**config.mk**
```make
export PLATFORM = sky130hd
export DESIGN_NAME = cmp_out_channel
export DESIGN_NICKNAME = d
export VERILOG_FILES = /design/src/rtl/cmp_out_pkg.sv /design/src/rtl/cmp_out_ctrl.sv /design/src/rtl/cmp_out_dpath.sv /design/src/rtl/cmp_out_channel.sv
export SDC_FILE = /design/constraint.sdc
export NUM_CORES = 1
export LEC_CHECK = 0
export BUFFER_PORTS_ARGS = -buffer_cell sky130_fd_sc_hd__buf_2
export CAP_MARGIN = 20
export CORE_ASPECT_RATIO = 1.4
export CORE_MARGIN = 2
export CORE_UTILIZATION = 52
export CTS_BUF_LIST = sky130_fd_sc_hd__clkbuf_2 sky130_fd_sc_hd__clkbuf_4 sky130_fd_sc_hd__clkbuf_8
export DETAILED_ROUTE_END_ITERATION = 16
export GPL_TIMING_DRIVEN = 0
export PLACE_DENSITY = 0.88
export SYNTH_ARGS = -nofsm -noshare
export SYNTH_HDL_FRONTEND = slang
export SYNTH_SLANG_ARGS = --single-unit
```
**constraint.sdc**
```tcl
create_clock -name clk -period 5.08 [get_ports clk]
set_clock_uncertainty 0.1 [all_clocks]
set_input_delay 0.508 -clock clk [delete_from_list [all_inputs] [get_ports clk]]
set_output_delay 0.508 -clock clk [all_outputs]
set_load 0.005 [all_outputs]
```
**src/rtl/cmp_out_pkg.sv**
```systemverilog
package cmp_out_pkg;

  localparam int CTL_W = 32;
  // Bits kept by a control write: bit 16 and bits 6:0.
  localparam logic [CTL_W-1:0] CTL_KEEP_MASK = 32'h0001_007F;
  localparam int MODE_LSB    = 4;
  localparam int PRELOAD_BIT = 3;
  localparam int FAST_BIT    = 2;
  localparam int SEL_LSB     = 0;
  localparam int SEL_W       = 2;
  localparam int MODE_W      = 3;
  localparam int EXTRA_BIT   = 16;

  typedef enum logic [MODE_W-1:0] {
    MODE_HOLD  = 3'd0,
    MODE_SET   = 3'd1,
    MODE_CLR   = 3'd2,
    MODE_FLIP  = 3'd3,
    MODE_LOW   = 3'd4,
    MODE_HIGH  = 3'd5,
    MODE_PWM_A = 3'd6,
    MODE_PWM_B = 3'd7
  } ocMode_e;

  // Strobes from control to datapath
  typedef struct packed {
    logic forceHi;
    logic forceLo;
    logic matchSet;
    logic matchClr;
    logic matchFlip;
    logic pwmEn;
    logic pwmInv;
    logic cmpDirect;
    logic cmpShadow;
    logic cmpPromote;
  } ocStrobe_t;

endpackage

```
**src/rtl/cmp_out_ctrl.sv**
```systemverilog
module cmp_out_ctrl
  import cmp_out_pkg::*;
(
  input  logic             clk,
  input  logic             rstN,
  input  logic             ctlWrEn,
  input  logic [CTL_W-1:0] ctlWrData,
  input  logic             cmpWrEn,
  input  logic             updEvt,
  output logic [CTL_W-1:0] ctlRdData,
  output ocStrobe_t        strobe
);

  logic [CTL_W-1:0] ctlReg;
  ocMode_e          mode;
  logic             preloadOn;
  logic             outputSel;

  always_ff @(posedge clk or negedge rstN) begin
    if (!rstN) begin
      ctlReg <= '0;
    end else if (ctlWrEn) begin
      ctlReg <= ctlWrData & CTL_KEEP_MASK;
    end
  end

  assign ctlRdData = ctlReg;
  assign mode      = ocMode_e'(ctlReg[MODE_LSB +: MODE_W]);
  assign preloadOn = ctlReg[PRELOAD_BIT];
  assign outputSel = (ctlReg[SEL_LSB +: SEL_W] == '0);

  always_comb begin
    strobe = '0;
    // compare-value loading works whatever the mode is
    strobe.cmpShadow  = cmpWrEn;
    strobe.cmpDirect  = cmpWrEn && !preloadOn;
    strobe.cmpPromote = updEvt && preloadOn;
    if (outputSel) begin
      case (mode)
        MODE_SET:   strobe.matchSet  = 1'b1;
        MODE_CLR:   strobe.matchClr  = 1'b1;
        MODE_FLIP:  strobe.matchFlip = 1'b1;
        MODE_LOW:   strobe.forceLo   = 1'b1;
        MODE_HIGH:  strobe.forceHi   = 1'b1;
        MODE_PWM_A: strobe.pwmEn     = 1'b1;
        MODE_PWM_B: begin
          strobe.pwmEn  = 1'b1;
          strobe.pwmInv = 1'b1;
        end
        default: ;
      endcase
    end
  end

endmodule

```
**src/rtl/cmp_out_dpath.sv**
```systemverilog
module cmp_out_dpath
  import cmp_out_pkg::*;
#(
  parameter int CNT_W = 16
) (
  input  logic             clk,
  input  logic             rstN,
  input  logic [CNT_W-1:0] cnt,
  input  logic             cntDown,
  input  logic [CNT_W-1:0] cmpWrData,
  input  ocStrobe_t        strobe,
  output logic             refOut
);

  logic [CNT_W-1:0] cmpShadow;
  logic [CNT_W-1:0] cmpActive;
  logic             isEq;
  logic             isLt;
  logic             isGt;
  logic             pwmRaw;
  logic             refNext;

  always_ff @(posedge clk or negedge rstN) begin
    if (!rstN) begin
      cmpShadow <= '0;
      cmpActive <= '0;
    end else begin
      if (strobe.cmpShadow) cmpShadow <= cmpWrData;
      if (strobe.cmpDirect)       cmpActive <= cmpWrData;
      else if (strobe.cmpPromote) cmpActive <= cmpShadow;
    end
  end

  assign isEq = (cnt == cmpActive);
  assign isLt = (cnt <  cmpActive);
  assign isGt = (cnt >  cmpActive);

  // Up: high below compare. Down: low above compare.
  assign pwmRaw = cntDown ? !isGt : isLt;

  always_comb begin
    refNext = refOut;
    if (strobe.forceHi)                  refNext = 1'b1;
    else if (strobe.forceLo)             refNext = 1'b0;
    else if (strobe.pwmEn)               refNext = pwmRaw ^ strobe.pwmInv;
    else if (strobe.matchSet  && isEq)   refNext = 1'b1;
    else if (strobe.matchClr  && isEq)   refNext = 1'b0;
    else if (strobe.matchFlip && isEq)   refNext = !refOut;
  end

  always_ff @(posedge clk or negedge rstN) begin
    if (!rstN) refOut <= 1'b0;
    else       refOut <= refNext;
  end

endmodule

```
**src/rtl/cmp_out_channel.sv**
```systemverilog
module cmp_out_channel
  import cmp_out_pkg::*;
#(
  parameter int CNT_W = 16
) (
  input  logic             clk,
  input  logic             rstN,
  input  logic [CNT_W-1:0] cnt,
  input  logic             cntDown,
  input  logic             updEvt,
  input  logic             cmpWrEn,
  input  logic [CNT_W-1:0] cmpWrData,
  input  logic             ctlWrEn,
  input  logic [31:0]      ctlWrData,
  output logic [31:0]      ctlRdData,
  output logic             refOut
);

  ocStrobe_t strobe;

  cmp_out_ctrl u_ctrl (
    .clk       (clk),
    .rstN      (rstN),
    .ctlWrEn   (ctlWrEn),
    .ctlWrData (ctlWrData),
    .cmpWrEn   (cmpWrEn),
    .updEvt    (updEvt),
    .ctlRdData (ctlRdData),
    .strobe    (strobe)
  );

  cmp_out_dpath #(.CNT_W(CNT_W)) u_dpath (
    .clk       (clk),
    .rstN      (rstN),
    .cnt       (cnt),
    .cntDown   (cntDown),
    .cmpWrData (cmpWrData),
    .strobe    (strobe),
    .refOut    (refOut)
  );

endmodule

```
==> results.md <==
Run status:
- The flow ran to the end, and the final reports show no timing, DRC or antenna violations.

Worst setup path:
- The category of the worst setup path capture point is a register.
- The launching point of the worst reg2reg path is u_dpath.cmpActive[14].
- For the worst setup path, the data arrival time is 2.45 ns.
- For the worst setup path, the data required time is around 5.2 ns.
- In this run the worst path has a maximum fanout of 4.
- The worst setup path is launched from a register.
- Traced cell by cell, the critical path runs through inv_1, ha_1, nand4_2, or4_4, or4_1, o211ai_1, a211oi_2.
- The slowest cell on the critical path is sky130_fd_sc_hd__or4_4.
- The number of cell instances on the worst register-to-register path is 7.
- The most critical setup path has its startpoint at u_dpath.cmpActive[14].
- In this design, the stage delay of the slowest critical-path cell is between 0.5 and 0.6 ns.
- The critical path ends at u_dpath.refOut.
- Setup slack on the worst reg-to-reg path comes out at 2.70 ns.
- The critical path start-end classification is reg2reg.
- The end of the worst register-to-register path is u_dpath.refOut.

Detailed routing:
- The number of vias per cell after detailed routing is 5.24.
- The number of nets with antenna violations after routing is 0.
- The first routing iteration left 33 violations.
- After detailed routing, the number of remaining DRC violations is 0.
- Before antenna repair, the detailed router went through 4 iterations.
- Summing over every cut layer, the via total after detailed routing is 1765.
- The total length of routed wires is between 4000 and 5000 um.
- The average wire length per cell after detail routing is 13.9 um.

Hold path:
- The class of the worst hold path is in2async.

Timing:
- The measured slew at the worst slew-check pin is 0.905 ns.
- In the final timing run, aggregate negative setup slack is 0 ns.
- The fmax is 420 MHz.
- Setup repair after global routing left no endpoint under its margin.
- The clock period minus worst slack is around 2.4 ns.
- The count of final hold-check violations is 0.
- In the finished design, the share of the clock period the worst path needs comes to 46.9%.
- The final max-slew violation count came to 0.
- Setup violations remaining at the end of the flow were counted as 0.
- Measured against its own limit, the worst slew margin works out to 39.7%.

Job:
- The count of max-cap constraint violations is 0.

Logic synthesis:
- The synthesis warning total is 0.
- In this run, synthesis produced a sequential element count of 41.
- The cell area that synthesis handed to floorplanning was 2250 um2.
- For this run, asynchronously set or reset flops after synthesis account for 100%.
- The cell count after synthesis is 209.
- The average footprint of a synthesized cell is approximately 11 um2.
- In the synthesized netlist the dominant register cell turns out to be sky130_fd_sc_hd__dfrtp_1.
- The sequential fraction of the synthesis area is 45.6%.
- The count of flip-flops with a built-in enable after synthesis is 0.
- After synthesis, the netlist uses 35 different library cells.

Clocking:
- After clock tree synthesis, the clock-pin slew on the worst setup and hold paths is 0.08 ns.
- The clock network latency to the later pin of the worst-skew pair is 0.29 ns.
- The cell chosen for the clock root is sky130_fd_sc_hd__clkbuf_8.
- The TritonCTS buffer count is 5.
- The buffer count from post-CTS setup fixing is 0.
- The quantity of hold-fixing buffers added after cts is 0.
- The TritonCTS clock tree is built.
- The clock sink total is 41.
- The maximum buffer depth of the clock tree is 2.
- In this run, post-CTS repair resized a total of 0 instances.
- The H-tree was split into 2 levels.

Die:
- The floorplan step set the die height to roughly 80 um.
- For this configuration, the core starts out at a cell density of a little over half.
- The region available for standard cell placement spans 4200 um2.
- The floorplan has 28 rows.
- The die covers 4880 um2.
- The I/O pin count is 103.
- The die is between 50 and 60 um wide.

Place:
- The count of port buffers added during placement is 52.
- The post-detailed-placement half-perimeter wirelength is between 3000 and 4000 um.
- The placer's final routability congestion estimate is 0.799.

Global routing:
- The all-layer global routing usage is 20.2%.
- The first global-routing pass estimated 7360 um of wire.
- The remaining global-route overflow is 0.
- The via count of the first global-routing pass is between 1500 and 2000.
- Entering global routing, the biggest net connects 42 pins.
- The initial antenna violation count came to 0.

Final layout:
- The area growth from synthesis to layout is 21.7%.
- Summing all flip-flop and latch instances after layout gives between 1000 and 1500 um2.
- In the final design database the tool counted between 300 and 400 nets.
- Fill cells in the final layout number approximately 340.
- Cells with a size suffix above 1 make up between 30% and 40% of the layout.
- Once layout is complete, the utilization of the core stands at between 60% and 70%.
- The number of diodes added for antenna fixing is 0.
- The multi-input logic area is between 1000 and 1500 um2.

Power and ir drop:
- The peak ir drop on the vdd network is between 0.2 and 0.25 mV.
- Of the total power, registers draw 48.4%.
- The share of total power consumed by net switching is 29.7%.
- The clock network accounts for 26.0% of the total power.
- Internal power comes to 571 uW.
- The static leakage is 0.00139 uW.
- The net switching power is between 200 and 250 uW.
- Power spread over the standard cell area amounts to 296 nW/um2.
- The combinational power share is roughly a quarter.
logic make-up after synthesis:
logic type,count (synthesis),share of synthesized area (%)
AOI/OAI and AO/OA,52,14.6
DFF,41,45.6
muxes,24,12.0
buffers and inverters,50,12.3
adders and majority gates,16,8.89
and+or+nand+nor,25,6.50
other,1,0.167
stage by stage:
step / setup slack [ns] / hold WS [ns] / instances / total power (uW) / instance area (um2)
floorplan: 2.69 / 0.112 / 232 / 537 / 2340
global placement: 2.49 / 0.367 / 329 / 591 / 2650
detailed placement: 2.46 / 0.375 / 329 / 607 / 2650
CTS: 2.69 / 0.267 / 337 / 819 / 2740
global route: 2.60 / 0.312 / 337 / 863 / 2740
finish: 2.70 / 0.244 / 337 / 812 / 2740
worst max-delay path: cells and delay by family (launching register included):
kind	cells	cell delay [ns]
and+or+nand+nor	3	1.27
DFF	1	0.32
adders and majority gates	1	0.31
AOI/OAI and AO/OA	2	0.20
buffers and inverters	1	0.06
sequential cells by signal (all words and copies together), names as in the netlist:
register           count
u_dpath.cmpActive     16
u_dpath.refOut         1
u_dpath.cmpShadow     16
u_ctrl.ctlRdData       8
how the worst min path moves through the flow:
stage	from	end	slack [ns]	cells after the start
floorplan	rstN	u_ctrl.ctlRdData[0]	0.11	0
global placement	u_dpath.cmpShadow[4]	u_dpath.cmpShadow[4]	0.37	1
detailed placement	u_dpath.cmpShadow[4]	u_dpath.cmpShadow[4]	0.38	1
CTS	rstN	u_ctrl.ctlRdData[2]	0.27	1
global route	rstN	u_ctrl.ctlRdData[2]	0.31	1
finish	rstN	u_ctrl.ctlRdData[4]	0.24	1
synth_stat cells, drive strengths merged (2+ instances only):
cell    count  share of area [%]
a211oi      2               0.89
a21oi      11                2.6
a31oi      16                4.4
buf        24                8.0
clkbuf      9                1.5
dfrtp      41                 46
ha         16                8.9
inv        17                2.8
mux2       23                 12
nand2       7                1.3
nand4       3                1.1
nor2        4               0.67
nor2b       3               0.83
o211ai      2               0.67
o21ai       3               0.67
o22ai      15                4.2
or4         2               0.83
power by group through the flow:
| stage | combinational (uW) | clock (uW) | sequential [uW] |
|---|---|---|---|
| 4_1_cts | 210 | 216 | 392 |
| 3_5_place_dp | 208 | 0 | 399 |
| 3_3_place_gp | 196 | 0 | 395 |
| 5_1_grt | 236 | 229 | 397 |
| 6_report | 208 | 211 | 393 |
| 2_1_floorplan | 143 | 0 | 394 |
routing by layer:
layer  share of wire [%]  vias up  GRT usage [%]
met5                   0        -              0
met4                 1.9        0           9.56
met3                 4.7        6           3.46
met2                  56       58           35.8
met1                  38      830           23.1
li1                    -      871              -
layout make-up:
class,count,area share [%]
Multi-Input combinational cell,141,37.7
Buffer,33,7.81
Clock buffer,6,2.79
Inverter,17,2.33
Tap cell,45,2.05
Timing Repair Buffer,52,9.50
Sequential cell,41,37.4
Clock inverter,2,0.365
cell usage in the layout (no fill, tap or decap), types with 2 or more instances in the layout:
cell                        n
sky130_fd_sc_hd__a21oi_1   10
sky130_fd_sc_hd__a31oi_1   16
sky130_fd_sc_hd__buf_2     52
sky130_fd_sc_hd__buf_4     24
sky130_fd_sc_hd__clkbuf_1   9
sky130_fd_sc_hd__clkbuf_8   5
sky130_fd_sc_hd__clkinv_2   2
sky130_fd_sc_hd__conb_1    24
sky130_fd_sc_hd__dfrtp_1   41
sky130_fd_sc_hd__ha_1      16
sky130_fd_sc_hd__inv_1     17
sky130_fd_sc_hd__mux2_1     9
sky130_fd_sc_hd__mux2_2    14
sky130_fd_sc_hd__nand2_1    6
sky130_fd_sc_hd__nand4_1    2
sky130_fd_sc_hd__nor2_1     4
sky130_fd_sc_hd__nor2b_1    3
sky130_fd_sc_hd__o211ai_1   2
sky130_fd_sc_hd__o21ai_0    2
sky130_fd_sc_hd__o22ai_1   15
Note: power is estimated with default switching activity, not from simulation.
